--- src/rtl/pacc_pkg.sv ---
package pacc_pkg;
    localparam int CNT_W    = 16;
    localparam int TICK_DIV = 64;

    typedef struct packed {
        logic enable;
        logic gated;
        logic pol;
    } pacc_cfg_t;

    typedef struct packed {
        logic inc;
        logic sel_edge;
    } pacc_evt_t;

    function automatic logic level_active(logic lvl, logic pol);
        return lvl ^ pol;
    endfunction
endpackage

--- src/rtl/pacc_prescaler.sv ---
module pacc_prescaler #(
    parameter int DIV = 64
) (
    input  logic clk,
    input  logic rst,
    output logic tick
);
    localparam int PW = (DIV > 1) ? $clog2(DIV) : 1;
    localparam logic [PW-1:0] LAST = PW'(DIV - 1);

    logic [PW-1:0] phase;

    always_ff @(posedge clk) begin
        if (rst)
            phase <= '0;
        else if (phase == LAST)
            phase <= '0;
        else
            phase <= phase + 1'b1;
    end

    assign tick = (phase == LAST);
endmodule

--- src/rtl/pacc_detect.sv ---
module pacc_detect
    import pacc_pkg::*;
(
    input  logic      clk,
    input  logic      rst,
    input  logic      pin,
    input  pacc_cfg_t cfg,
    input  logic      tick,
    output pacc_evt_t evt
);
    logic pin_s;
    logic pin_d;
    logic rise;
    logic fall;
    logic chosen;

    always_ff @(posedge clk) begin
        if (rst) begin
            pin_s <= 1'b0;
            pin_d <= 1'b0;
        end else begin
            pin_s <= pin;
            pin_d <= pin_s;
        end
    end

    assign rise   = pin_s & ~pin_d;
    assign fall   = ~pin_s & pin_d;
    assign chosen = cfg.pol ? rise : fall;

    always_comb begin
        evt.sel_edge = cfg.enable & chosen;
        if (cfg.gated)
            evt.inc = cfg.enable & tick & level_active(pin_s, cfg.pol);
        else
            evt.inc = cfg.enable & chosen;
    end
endmodule

--- src/rtl/pacc_counter.sv ---
module pacc_counter #(
    parameter int W = 16
) (
    input  logic         clk,
    input  logic         rst,
    input  logic         inc,
    input  logic         wr_en,
    input  logic [W-1:0] wr_data,
    output logic [W-1:0] value,
    output logic         wrap
);
    localparam logic [W-1:0] ALL_ONES = {W{1'b1}};

    always_ff @(posedge clk) begin
        if (rst)
            value <= '0;
        else if (wr_en)
            value <= wr_data;
        else if (inc)
            value <= value + 1'b1;
    end

    assign wrap = inc & ~wr_en & (value == ALL_ONES);
endmodule

--- src/rtl/pulse_acc.sv ---
module pulse_acc
    import pacc_pkg::*;
(
    input  logic             clk,
    input  logic             rst,
    input  logic             cfg_enable,
    input  logic             cfg_gated,
    input  logic             cfg_pol,
    input  logic             cnt_wr_en,
    input  logic [CNT_W-1:0] cnt_wr_data,
    input  logic [1:0]       flag_clr,
    input  logic             ie_in,
    input  logic             ie_ovf,
    input  logic             pin,
    output logic [CNT_W-1:0] count,
    output logic             flag_in,
    output logic             flag_ovf,
    output logic             irq
);
    pacc_cfg_t cfg;
    pacc_evt_t evt;
    logic      tick;
    logic      wrap;

    assign cfg = '{enable: cfg_enable, gated: cfg_gated, pol: cfg_pol};

    pacc_prescaler #(.DIV(TICK_DIV)) u_presc (
        .clk  (clk),
        .rst  (rst),
        .tick (tick)
    );

    pacc_detect u_det (
        .clk  (clk),
        .rst  (rst),
        .pin  (pin),
        .cfg  (cfg),
        .tick (tick),
        .evt  (evt)
    );

    pacc_counter #(.W(CNT_W)) u_cnt (
        .clk     (clk),
        .rst     (rst),
        .inc     (evt.inc),
        .wr_en   (cnt_wr_en),
        .wr_data (cnt_wr_data),
        .value   (count),
        .wrap    (wrap)
    );

    always_ff @(posedge clk) begin
        if (rst) begin
            flag_in  <= 1'b0;
            flag_ovf <= 1'b0;
        end else begin
            flag_in  <= evt.sel_edge | (flag_in  & ~flag_clr[0]);
            flag_ovf <= wrap         | (flag_ovf & ~flag_clr[1]);
        end
    end

    assign irq = (flag_in & ie_in) | (flag_ovf & ie_ovf);
endmodule

--- config.mk ---
export PLATFORM = sky130hd
export DESIGN_NAME = pulse_acc
export DESIGN_NICKNAME = d
export VERILOG_FILES = /design/src/rtl/pacc_pkg.sv /design/src/rtl/pacc_prescaler.sv /design/src/rtl/pacc_detect.sv /design/src/rtl/pacc_counter.sv /design/src/rtl/pulse_acc.sv
export SDC_FILE = /design/constraint.sdc
export NUM_CORES = 1
export LEC_CHECK = 0
export BUFFER_PORTS_ARGS = -buffer_cell sky130_fd_sc_hd__buf_2
export CORE_MARGIN = 5
export CORE_UTILIZATION = 47
export CTS_CLUSTER_SIZE = 14
export DETAILED_ROUTE_END_ITERATION = 6
export PLACE_DENSITY = 0.76
export SLEW_MARGIN = 20
export SYNTH_ARGS = -nofsm -noshare
export SYNTH_HDL_FRONTEND = slang
export SYNTH_SLANG_ARGS = --single-unit
--- constraint.sdc ---
create_clock -name clk -period 1.75 [get_ports clk]
set_input_delay 0.175 -clock clk [delete_from_list [all_inputs] [get_ports clk]]
set_output_delay 0.175 -clock clk [all_outputs]
set_load 0.05 [all_outputs]
* After elaboration in Yosys (flattened, before gate mapping)
Cells that the tools add are included.
** Cells by class
- Bitwise operators :: 20
- Reductions and logical operators :: 2
- Equal/unequal tests :: 2
- Multiplexer cells :: 4
- Add/subtract/negate cells :: 2
** Operators with widths (number)
- $mux 16 :: 2
- $add 16x1->16 const B :: 1
- $eq 16x16->1 const B :: 1
- $and 1x1->1 :: 11
- $add 6x1->6 const B :: 1
- $eq 6x6->1 const B :: 1
- $not 1->1 :: 5
- $or 1x1->1 :: 3
- $mux 1 :: 2
- $reduce_bool 2->1 :: 1
- $reduce_or 2->1 :: 1
- $xor 1x1->1 :: 1
** Storage, ports and cells
- Word-level logic and storage cells :: 36
- Flip-flop bits (word level) :: 26
- Output and inout port bits :: 19

* Longest topological paths before layout
Gate-level depths: netlist (run 1).
- Depth after elaboration :: 8
- Depth in mapped cells :: 6
- Mapped depth without buffers :: 5

* Cells and area by module
From an unflattened synthesis (run 1), not the netlist that was laid out.
** Second synthesis, totals
- Cell total of the unflattened synthesis :: 163
- Area, all modules :: 1407.6 sq um
** Modules (own cells, without submodules)
- pacc_counter :: area each 977.2 sq um, instances 1, cells each 117
- pacc_prescaler :: area each 237.7 sq um, instances 1, cells each 24
- pacc_detect :: area each 113.9 sq um, instances 1, cells each 13
- pulse_acc :: area each 78.8 sq um, instances 1, cells each 9

* Least setup slack after synthesis (run 1)
Ideal clock, no wire load.
- Path type :: reg-to-reg
- Start :: register u_cnt.value[0]
- End :: register u_cnt.value[10]
- Arrival :: 1.923 ns
- Stages on the path, launching flop included :: 7
- Period minus slack after synthesis :: 2.052 ns
- Setup slack :: -0.302 ns
- Data required time :: 1.621 ns
- Setup time :: 0.129 ns
- Path buffers :: 1
- Cell sequence :: dfxtp_1 > ha_1 > nand3_1 > or4_4 > buf_6 > a2111oi_2 > nor3_1
** On the way
- Longest elaborated chain between the ends :: 3
** RTL lines
- start, declared :: line pacc_counter.sv:9 : output logic [W-1:0] value,
- start signal, assigned :: line pacc_counter.sv:18 : value <= wr_data;
- start signal, assigned :: line pacc_counter.sv:20 : value <= value + 1'b1;
- $add 16x1->16 :: line pacc_counter.sv:20
- $mux 16 :: line pacc_counter.sv:19 : else if (inc)
- $mux 16 :: line pacc_counter.sv:17 : else if (wr_en)
Every way passes these cells. The select of a mux whose other input is x is not followed.
A chain may end at the register's enable or synchronous reset.

* Worst setup path after layout (run 1)
- Start :: register u_presc.phase[1]
- End :: register u_cnt.value[10]
** On the way
- Longest elaborated chain between the ends :: 5
** RTL lines
- start, declared :: line pacc_prescaler.sv:11 : logic [PW-1:0] phase;
- start signal, assigned :: line pacc_prescaler.sv:19 : phase <= phase + 1'b1;
- $eq 6x6->1 :: line pacc_prescaler.sv:22 : assign tick = (phase == LAST);
- $and 1x1->1 (2 in a row) :: line pacc_detect.sv:34 : evt.inc = cfg.enable & tick & level_active(pin_s, cfg.pol);
- $mux 1 :: line pacc_detect.sv:33 : if (cfg.gated)
- $reduce_bool 2->1 (no line)
Every way passes these cells.

==> summary.md, run 1 <==
| Metric | Value |
|---|---|
| Initial core utilization | `0.494` |
| Path category of the worst min-delay check | `primary input to flip-flop` |
| TritonCTS Buffers | `3` |
| Ant. Diodes | `0` |
| Share of cells above drive strength 1 | `0.368` |
| Core box area | `3390 sq um` |
| Syn avg cell area | `8.25 sq um` |
| Area Growth Syn to Fin | `27.9%` |
| Max stage delay on crit path | `~0.63 ns` |
| Worst-Margin Slew | `0.590 ns` |
| Reg-to-reg slack, setup | `-0.006 ns` |
| Post-synthesis sequential area ratio | `0.311` |
| First-pass GRT wire length | `8100 um` |
| RSZ-0062 raised after global routing | `yes` |
| Io pins | `46` |
| Syn Nets | `232` |
| Violated checks | `setup timing` |
| Sequential cell area | `537 sq um` |
| CP required | `just under 2 ns` |
| Yosys reg bits | `26` |
| Vias in the first global route | `between 1500 and 2000` |
| Startpoint types | `flip-flop` |
| Via count | `between 1500 and 2000` |
| Layout Nets | `a little under 300` |
| Grt ovf | `0` |
| Initial DRC count | `136` |
| Initial antenna violation count | `0` |
| WL per Instance | `15.1 um` |
| Die W | `69.7 um` |
| Post-Synthesis Cells | `203` |
| Antenna viol nets, final | `0` |
| Crit Path Class | `flip-flop to flip-flop` |
| H-tree depth | `1` |
| Power density cells | `599 nW/um^2` |
| Setup violators final | `2` |
| CTS Buffer Depth | `2` |
| Fin worst setup slack | `-0.00619 ns` |
| TritonCTS sink count | `26` |
| Max transition margin | `0.606` |
| Final worst-path cycle share | `1.00` |
| Worst-path fanout max | `8` |
| IR drop worst, VDD | `0.000336 V` |
| CTS tree | `yes` |
| Post-synth ARST share | `0` |
| PortBufs | `between 40 and 50` |
| Total track usage | `0.195` |
| Max-cap violation count | `0` |
| Area taken by multi-input logic gates | `1090 sq um` |
| Crit-path leading delay family | `simple AND/OR/NAND/NOR gates` |
| Post-DP HPWL | `around 3300 um` |
| Yosys warning count | `0` |
| Worst Skew | `0.00642 ns` |
| Status | `finished with violations` |
| Setup TNS | `-0.00933 ns` |
| Yosys cell types | `55` |
| WHS | `0.0497 ns` |
| Pre-antenna DRT Iters | `4` |
| Number of enable flip-flop cells after synthesis | `0` |
| FMAX | `between 500 and 600 MHz` |
| Post-Syn Area | `between 1500 and 2000 sq um` |
| Hold_buf cts | `0` |
| Clock root buffer | `clkbuf_4` |
| Lkg Pwr | `between 0.9 and 1 nW` |
| Mean number of vias per cell | `5.98` |
| Die height | `69.7 um` |
| Die area | `4860 sq um` |
| Clock transition at path regs | `0.14 ns` |
| Final hold viol count | `0` |
| Crit-path slowest cell | `or4_4` |
| Setup crit end kind | `flip-flop` |
| Number of fill cells | `319` |
| Pin count of the biggest net entering global routing | `26` |
| Ys flop type | `dfxtp_1` |
| Routed wire length | `4640 um` |
| Critical path arrival | `between 1.5 and 2 ns` |
| Residual DRC | `0` |
| Cell Chain, Critical Path | `ha_4 -> nand4_4 -> or4_4 -> a2111oi_2 -> nor3_1` |
| Pins over their slew limit | `0` |
| Skew-Pair Late Insertion Delay | `0.33 ns` |
| FF-to-FF Start | `u_presc.phase[1]$_SDFF_PP0_` |
| Final RePlAce weighted congestion | `around 0.79` |
| Period minus WS final | `1.76 ns` |
| Hold path start | `pin` |
| # rows | `21` |
| Worst setup startpoint | `u_presc.phase[1]$_SDFF_PP0_` |
| Buf+Inv Stages, Crit Path | `0` |
[timing repair]
action	in CTS	in global routing
gates cloned	0	0
buffers inserted	3	3
endpoints found under the setup margin	3	5
pin swaps	1	3
resized for setup	0	2
[cells in the mapped netlist, types with 2 or more instances]
cell / number / area share
nand3_1: 27 / 0.081
dfxtp_1: 26 / 0.31
and3_1: 12 / 0.045
clkbuf_1: 11 / 0.025
nor2_1: 11 / 0.025
nand2_1: 9 / 0.020
nor3_1: 8 / 0.024
nor4_1: 7 / 0.026
o21ai_0: 7 / 0.021
inv_1: 5 / 0.011
a211o_1: 4 / 0.021
and4_1: 4 / 0.021
nand4_1: 4 / 0.015
or3_1: 4 / 0.015
a22oi_1: 3 / 0.013
a32oi_1: 3 / 0.016
nor2b_1: 3 / 0.011
o211ai_1: 3 / 0.013
xnor2_1: 3 / 0.016
a2111oi_2: 2 / 0.018
a211oi_1: 2 / 0.0090
a21o_1: 2 / 0.0090
a21oi_1: 2 / 0.0060
a31oi_1: 2 / 0.0075
buf_2: 2 / 0.0060
ha_1: 2 / 0.015
nand2b_1: 2 / 0.0075
nor4b_1: 2 / 0.010
o2111ai_1: 2 / 0.010
or2_2: 2 / 0.0075
or4_1: 2 / 0.0090
xor2_1: 2 / 0.010
[state kept, by name (all words and copies together), names as in the netlist]
register	count
u_det.pin_s	1
u_cnt.value	16
u_presc.phase	6
flag_in	1
flag_ovf	1
u_det.pin_d	1
[final cells by class]
cell class                      count  share of cell area
Timing Repair Buffer               70               0.193
Tap cell                           46              0.0269
Multi-Input combinational cell    156               0.508
Sequential cell                    26               0.251
Clock buffer                        4              0.0123
Inverter                            5             0.00877
[final timing paths]
path | to | cells past startpoint
setup / recovery | u_cnt.value[10]$_SDFFE_PP0P_ | 5
hold / removal | u_det.pin_s$_SDFF_PP0_ | 2
setup reg to reg | u_cnt.value[10]$_SDFFE_PP0P_ | 5
hold reg to reg | u_presc.phase[0]$_SDFF_PP0_ | 1
[placed cells by master, fill, tap and decap left out, types with 5 or more instances in the layout]
master / instances
and3_1: 12
buf_2: 45
buf_4: 25
dfxtp_1: 17
dfxtp_2: 7
inv_1: 5
nand2_1: 9
nand3_1: 27
nor2_1: 11
nor3_1: 8
nor4_1: 7
o21ai_0: 7
[cells by family after synthesis]
kind of cell / share of synthesized area
AOI/OAI and AO/OA: 0.230
xor gates and xnor gates: 0.0262
adders and majority gates: 0.0149
buffers and inverters: 0.0538
DFF: 0.311
and+or+nand+nor: 0.364
[stage by stage]
| stage | cell area, sq um | std cells | setup slack, ns | util | power (mW) |
|---|---|---|---|---|---|
| after floorplan | 1700 | 203 | 0.00248 | - | 0.903 |
| after global placement | 2060 | 297 | 0.0362 | 0.606 | 1.01 |
| after detailed placement | 2060 | 297 | 0.00684 | 0.606 | 1.01 |
| after CTS | 2100 | 304 | -0.00188 | 0.621 | 1.28 |
| after global routing | 2140 | 307 | -0.0750 | 0.632 | 1.35 |
| final | 2140 | 307 | -0.00619 | 0.632 | 1.28 |
[power by group]
part | switching [mW] | internal (mW)
Clock | 0.182 | 0.0895
Sequential | 0.0399 | 0.632
Combinational | 0.218 | 0.120
Total | 0.440 | 0.841
[per-layer routing]
layer / vias up / track usage / wire (um)
met5: - / 0 / 0
met4: 0 / 0.0511 / 53
met3: 5 / 0.0435 / 367
met2: 64 / 0.331 / 2160
met1: 863 / 0.250 / 2050
li1: 905 / - / -
[worst register-to-register path, delay by kind of cell, from the launching register on]
| family | cells | cell delay [ns] |
|---|---|---|
| simple gates | 3 | 0.80 |
| flops | 1 | 0.38 |
| compound gates | 1 | 0.33 |
| fa+ha+maj | 1 | 0.15 |
No activity file was read; power rests on OpenSTA's default activity.
==> inputs of run 2 (changes only) <==
==> constraint.sdc (replaced) <==
create_clock -name clk -period 1.75 [get_ports clk]
set_input_delay 0.175 -clock clk [delete_from_list [all_inputs] [get_ports clk]]
set_output_delay 0.175 -clock clk [all_outputs]
set_load 0.01 [all_outputs]
==> run 2 against run 1 <==
Against the previous run: the run now ends clean; worst setup slack improved by 0.028 ns; combinational power fell by 20%; total power fell by 2.3%; cell area rose by 2.6%; sequential cell count did not move; wire length rose by 4.3%; clock-buffer cell count did not move; maximum frequency rose by 1.6%; register-to-register slack improved by 0.03 ns; non-clock buffer count rose by 1; largest cell class unchanged.
==> summary.md, run 2 (synthesized netlist as in run 1, its figures left out) <==
| Metric | Value |
|---|---|
| Die height | `69.7 um (unchanged)` |
| Crit-path leading delay family | `simple AND/OR/NAND/NOR gates (unchanged)` |
| Clock transition at path regs | `0.15 ns (was 0.14 ns)` |
| Total track usage | `0.198 (was 0.195)` |
| PortBufs | `45 (unchanged)` |
| Crit Path Class | `flip-flop to flip-flop (unchanged)` |
| RSZ-0062 raised after global routing | `yes (unchanged)` |
| Pin count of the biggest net entering global routing | `26 (unchanged)` |
| Grt ovf | `0 (unchanged)` |
| Share of cells above drive strength 1 | `0.374 (was 0.368)` |
| Critical path arrival | `1.95 ns (was 1.99 ns)` |
| Placed Cells | `301 (was 297)` |
| Most common cell after layout, fill and taps aside | `buf_2 (unchanged)` |
| Setup crit end kind | `flip-flop (unchanged)` |
| CTS Buffer Depth | `2 (unchanged)` |
| Cell Count, Final, Fillers Out | `308 (was 307)` |
| Status | `completed (was finished with violations)` |
| Post-DP HPWL | `3410 um (was 3310 um)` |
| Final worst-path cycle share | `0.987 (was 1.00)` |
| Total power | `1.25 mW (was 1.28 mW)` |
| Hold_buf cts | `0 (unchanged)` |
| Period minus WS final | `1.73 ns (was 1.76 ns)` |
| Largest registers | `u_cnt.value (16), u_presc.phase (6) (unchanged)` |
| Worst Skew | `0.00416 ns (was 0.00642 ns)` |
| Clock root buffer | `clkbuf_4 (unchanged)` |
| Number of fill cells | `292 (was 319)` |
| Pins over their slew limit | `0 (unchanged)` |
| Die area | `4860 sq um (unchanged)` |
| Initial DRC count | `159 (was 136)` |
| Startpoint types | `flip-flop (unchanged)` |
| Skew-Pair Late Insertion Delay | `0.32 ns (was 0.33 ns)` |
| Setup violators final | `0 (was 2)` |
| Worst-Margin Slew | `0.536 ns (was 0.590 ns)` |
| Mean number of vias per cell | `5.99 (was 5.98)` |
| Buf+Inv Stages, Crit Path | `0 (unchanged)` |
| # rows | `21 (unchanged)` |
| IR drop worst, VDD | `0.000319 V (was 0.000336 V)` |
| Final RePlAce weighted congestion | `0.871 (was 0.787)` |
| First-pass GRT wire length | `8110 um (was 8100 um)` |
| Crit-path slowest cell | `or4_4 (unchanged)` |
| Max transition margin | `0.643 (was 0.606)` |
| Io pins | `46 (unchanged)` |
| FMAX | `579 MHz (was 569 MHz)` |
| Initial core utilization | `0.494 (unchanged)` |
| Final hold viol count | `0 (unchanged)` |
| Max-cap violation count | `0 (unchanged)` |
| Cell Chain, Critical Path | `ha_4 -> nand3_4 -> or4_4 -> a2111oi_2 -> nor3_1 (was ha_4 -> nand4_4 -> or4_4 -> a2111oi_2 -> nor3_1)` |
| Via count | `1846 (was 1837)` |
| Routed wire length | `4840 um (was 4640 um)` |
| Antenna viol nets, final | `0 (unchanged)` |
| Pre-antenna DRT Iters | `4 (unchanged)` |
| Commonest cells after routing, fill and taps aside | `45 x buf_2, 26 x nand3_1, 24 x buf_4 (was 45 x buf_2, 27 x nand3_1, 25 x buf_4)` |
| Worst-path fanout max | `8 (unchanged)` |
| Initial antenna violation count | `0 (unchanged)` |
| Power density cells | `570 nW/um^2 (was 599 nW/um^2)` |
| Lkg Pwr | `0.920 nW (was 0.901 nW)` |
| Ant. Diodes | `0 (unchanged)` |
| Area taken by multi-input logic gates | `1120 sq um (was 1090 sq um)` |
| Max reg flops | `16 (unchanged)` |
| CP required | `1.97 ns (was 1.98 ns)` |
| Layout Nets | `292 (was 291)` |
| Core box area | `3390 sq um (unchanged)` |
| H-tree depth | `1 (unchanged)` |
| Vias in the first global route | `1730 (was 1754)` |
| Max stage delay on crit path | `0.61 ns (was 0.63 ns)` |
| Residual DRC | `0 (unchanged)` |
| Biggest register | `u_cnt.value (unchanged)` |
| Sequential cell area | `526 sq um (was 537 sq um)` |
| TritonCTS sink count | `26 (unchanged)` |
| Path category of the worst min-delay check | `primary input to flip-flop (unchanged)` |
| CTS tree | `yes (unchanged)` |
| WL per Instance | `15.7 um (was 15.1 um)` |
| Area Growth Syn to Fin | `31.2% (was 27.9%)` |
| TritonCTS Buffers | `3 (unchanged)` |
| Die W | `69.7 um (unchanged)` |
[run 2: cell count changes in the layout (fill, tap and decap cells not counted), sizes merged]
cell and change:
buf +1
[run 2: final cells by class]
| cell class | count | share of cell area |
|---|---|---|
| Inverter | 5 | 0.00855 |
| Multi-Input combinational cell | 156 | 0.509 |
| Clock buffer | 4 | 0.0165 |
| Timing Repair Buffer | 71 | 0.201 |
| Tap cell | 46 | 0.0262 |
| Sequential cell | 26 | 0.239 |
[run 2: stage by stage]
stage / setup WS [ns] / TNS (ns) / util / cell area (sq um) / hold WS [ns]
after detailed placement: 0.00413 / 0 / 0.612 / 2070 / 0.403
after global placement: 0.0419 / 0 / 0.612 / 2070 / 0.390
after CTS: 0.0177 / 0 / 0.633 / 2140 / 0.0426
final: 0.0222 / 0 / 0.648 / 2200 / 0.0486
after global routing: -0.0374 / -0.0833 / 0.648 / 2200 / 0.0563
after floorplan: 0.0109 / 0 / - / 1690 / 0.303
[run 2: final timing paths]
kind | slack (ns) | startpoint | endpoint | depth (start not counted)
max | 0.02 | u_cnt.value[0]$_SDFFE_PP0P_ | u_cnt.value[10]$_SDFFE_PP0P_ | 5
min | 0.05 | pin | u_det.pin_s$_SDFF_PP0_ | 2
max reg2reg | 0.02 | u_cnt.value[0]$_SDFFE_PP0P_ | u_cnt.value[10]$_SDFFE_PP0P_ | 5
min reg2reg | 0.45 | u_presc.phase[0]$_SDFF_PP0_ | u_presc.phase[0]$_SDFF_PP0_ | 1
[run 2: repair_timing]
action	4_1_cts	5_1_grt
hold endpoints to repair	0	0
pin swaps	2	1
resized for setup	5	6
endpoints found under the setup margin	3	11
buffers inserted	2	1
[run 2: routing by layer]
| layer | track usage | part of all wire | wire (um) |
|---|---|---|---|
| met1 | 0.270 | 0.46 | 2230 |
| met5 | 0 | 0 | 0 |
| met4 | 0.0638 | 0.0091 | 44 |
| met3 | 0.0493 | 0.090 | 436 |
| met2 | 0.306 | 0.44 | 2130 |
[run 2: worst register-to-register path: stages, from the launching register on]
cell	delay (ns)
dfxtp_2	0.38
ha_4	0.15
nand3_4	0.06
or4_4	0.61
a2111oi_2	0.32
nor3_1	0.10
[run 2: power breakdown]
group          switching (mW)  total [mW]  leakage (nW)  internal [mW]
Sequential             0.0358       0.667         0.215          0.631
Combinational           0.142       0.271         0.684          0.129
Clock                   0.187       0.314        0.0210          0.127
Total                   0.365        1.25         0.920          0.888
==> inputs of run 3 (changes only) <==
--- a/config.mk
+++ b/config.mk
@@ -6,11 +6,14 @@
 export NUM_CORES = 1
 export LEC_CHECK = 0
 export BUFFER_PORTS_ARGS = -buffer_cell sky130_fd_sc_hd__buf_2
+export CELL_PAD_IN_SITES_DETAIL_PLACEMENT = 1
+export CELL_PAD_IN_SITES_GLOBAL_PLACEMENT = 2
+export CORE_ASPECT_RATIO = 1.1
 export CORE_MARGIN = 5
-export CORE_UTILIZATION = 47
+export CORE_UTILIZATION = 27
 export CTS_CLUSTER_SIZE = 14
 export DETAILED_ROUTE_END_ITERATION = 6
-export PLACE_DENSITY = 0.76
+export PLACE_DENSITY_LB_ADDON = 0.1
 export SLEW_MARGIN = 20
 export SYNTH_ARGS = -nofsm -noshare
 export SYNTH_HDL_FRONTEND = slang
==> run 3 against run 2 <==
Against the previous run: clock-buffer cell count unchanged; non-clock buffer count increased by 4; maximum frequency decreased by 0.74%; clock skew about the same; sequential power about the same; worst setup slack got worse by 0.013 ns; hold slack improved by 0.048 ns; via count increased by 0.54%; first-iteration DRC count decreased by 74%; sequential share of layout area decreased by 0.78 points; critical path type unchanged; critical endpoint is now u_cnt.value[2]$_SDFFE_PP0P_; largest cell class unchanged; largest power group unchanged; highest routed layer unchanged.
==> summary.md, run 3 (synthesized netlist as in run 1, its figures left out) <==
| Metric | Value |
|---|---|
| Max Used Layer | `met4 (unchanged)` |
| FMAX | `575 MHz (was 579 MHz)` |
| Clock transition at path regs | `0.10 ns (was 0.15 ns)` |
| Die area | `7880 sq um (was 4860 sq um)` |
| Max-cap violation count | `0 (unchanged)` |
| Ant. Diodes | `0 (unchanged)` |
| Total track usage | `0.149 (was 0.198)` |
| CTS Buffer Depth | `2 (unchanged)` |
| Most common cell after layout, fill and taps aside | `buf_2 (unchanged)` |
| Core box area | `6120 sq um (was 3390 sq um)` |
| Worst-path fanout max | `8 (unchanged)` |
| Worst Skew | `0.00451 ns (was 0.00416 ns)` |
| Period minus WS final | `1.74 ns (was 1.73 ns)` |
| Share of cells above drive strength 1 | `0.376 (was 0.374)` |
| Antenna viol nets, final | `0 (unchanged)` |
| Met3 wire length | `155 um (was 436 um)` |
| # rows | `30 (was 21)` |
| Final RePlAce weighted congestion | `0.736 (was 0.871)` |
| CTS tree | `yes (unchanged)` |
| Crit-path leading delay family | `simple AND/OR/NAND/NOR gates (unchanged)` |
| Io pins | `46 (unchanged)` |
| Vias in the first global route | `1915 (was 1730)` |
| Path category of the worst min-delay check | `primary input to flip-flop (unchanged)` |
| Lkg Pwr | `0.939 nW (was 0.920 nW)` |
| Post-DP HPWL | `4330 um (was 3410 um)` |
| TritonCTS sink count | `26 (unchanged)` |
| Initial antenna violation count | `0 (unchanged)` |
| Crit-path slowest cell | `or4_4 (unchanged)` |
| Final worst-path cycle share | `0.995 (was 0.987)` |
| Biggest register | `u_cnt.value (unchanged)` |
| Routed wire length | `5780 um (was 4840 um)` |
| Skew-Pair Late Insertion Delay | `0.28 ns (was 0.32 ns)` |
| Max transition margin | `0.715 (was 0.643)` |
| Layout Nets | `296 (was 292)` |
| TritonCTS Buffers | `3 (unchanged)` |
| Area Growth Syn to Fin | `36.2% (was 31.2%)` |
| Initial DRC count | `42 (was 159)` |
| Setup TNS | `0 ns (unchanged)` |
| RSZ-0062 raised after global routing | `yes (unchanged)` |
| IR drop worst, VDD | `0.000273 V (was 0.000319 V)` |
| Die height | `92.6 um (was 69.7 um)` |
| Critical path arrival | `1.93 ns (was 1.95 ns)` |
| Buf+Inv Stages, Crit Path | `0 (unchanged)` |
| Grt ovf | `0 (unchanged)` |
| WL per Instance | `16.7 um (was 15.7 um)` |
| M1 WL | `2710 um (was 2230 um)` |
| Largest registers | `u_cnt.value (16), u_presc.phase (6) (unchanged)` |
| Setup crit end kind | `flip-flop (unchanged)` |
| Total power | `1.36 mW (was 1.25 mW)` |
| Via count | `1856 (was 1846)` |
| Clock root buffer | `clkbuf_8 (was clkbuf_4)` |
| Worst-Margin Slew | `0.427 ns (was 0.536 ns)` |
| Die W | `85.1 um (was 69.7 um)` |
| Pin count of the biggest net entering global routing | `25 (was 26)` |
| Setup violators final | `0 (unchanged)` |
| Power density cells | `596 nW/um^2 (was 570 nW/um^2)` |
| Mean number of vias per cell | `5.36 (was 5.99)` |
| Pins over their slew limit | `0 (unchanged)` |
| Cell Chain, Critical Path | `ha_4 -> nand3_2 -> or4_4 -> a21o_1 -> a311oi_2 (was ha_4 -> nand3_4 -> or4_4 -> a2111oi_2 -> nor3_1)` |
| Initial core utilization | `0.274 (was 0.494)` |
| Max reg flops | `16 (unchanged)` |
| CP required | `1.94 ns (was 1.97 ns)` |
| Startpoint types | `flip-flop (unchanged)` |
| H-tree depth | `1 (unchanged)` |
| Final hold viol count | `0 (unchanged)` |
| Max stage delay on crit path | `0.63 ns (was 0.61 ns)` |
| Crit Path Class | `flip-flop to flip-flop (unchanged)` |
| Status | `completed (unchanged)` |
| Number of fill cells | `757 (was 292)` |
| Commonest cells after routing, fill and taps aside | `45 x buf_2, 29 x buf_4, 26 x nand3_1 (was 45 x buf_2, 26 x nand3_1, 24 x buf_4)` |
| Fin worst setup slack | `0.00938 ns (was 0.0222 ns)` |
| Residual DRC | `0 (unchanged)` |
| First-pass GRT wire length | `9500 um (was 8110 um)` |
| Met2 wire length | `2870 um (was 2130 um)` |
| PortBufs | `45 (unchanged)` |
| Dpl ws | `-0.0349 ns (was 0.00413 ns)` |
| Pre-antenna DRT Iters | `4 (unchanged)` |
run 3: through the flow:
| stage | util | cell area, sq um | hold WS [ns] | cells |
|---|---|---|---|---|
| 3_3_place_gp | 0.352 | 2150 | 0.381 | 340 |
| 5_1_grt | 0.373 | 2280 | 0.0967 | 346 |
| 2_1_floorplan | - | 1690 | 0.303 | 203 |
| 6_report | 0.373 | 2280 | 0.0961 | 346 |
| 3_5_place_dp | 0.352 | 2150 | 0.393 | 340 |
| 4_1_cts | 0.371 | 2270 | 0.0956 | 346 |
run 3: worst paths after layout:
path                          startpoint  depth (start not counted)                           to  slack [ns]
max          u_cnt.value[0]$_SDFFE_PP0P_                          5  u_cnt.value[2]$_SDFFE_PP0P_       0.009
min                                  pin                          2       u_det.pin_s$_SDFF_PP0_         0.1
max reg2reg  u_cnt.value[0]$_SDFFE_PP0P_                          5  u_cnt.value[2]$_SDFFE_PP0P_       0.009
min reg2reg  u_presc.phase[0]$_SDFF_PP0_                          1  u_presc.phase[0]$_SDFF_PP0_        0.44
run 3: what timing repair did:
action | CTS | global route
endpoints found under the setup margin | 4 | 8
hold buffers | 0 | 0
pin swaps | 2 | 0
resized for setup | 7 | 3
setup buffers | 2 | 0
run 3: worst register-to-register path, stage by stage (launching register included):
cell	delay [ns]
dfxtp_2	0.37
ha_4	0.14
nand3_2	0.06
or4_4	0.63
a21o_1	0.23
a311oi_2	0.23
run 3: cell type report:
type	instances	area, sq um	share of cell area
multi-input cells	156	1120	0.493
well taps	80	100	0.0439
inverters	5	18.8	0.00823
clock buffers	4	55.1	0.0241
flip-flops and latches	26	528	0.231
repair buffers	75	454	0.199
run 3: layer usage:
layer,GRT usage,vias to the layer above
li1,-,916
met1,0.184,908
met2,0.273,28
met3,0.0196,4
met4,0.0317,0
met5,0,-
run 3: report_power, final:
part           switching, mW  internal, mW
sequential            0.0382         0.630
combinational          0.144         0.129
clock                  0.216         0.202
total                  0.398         0.961
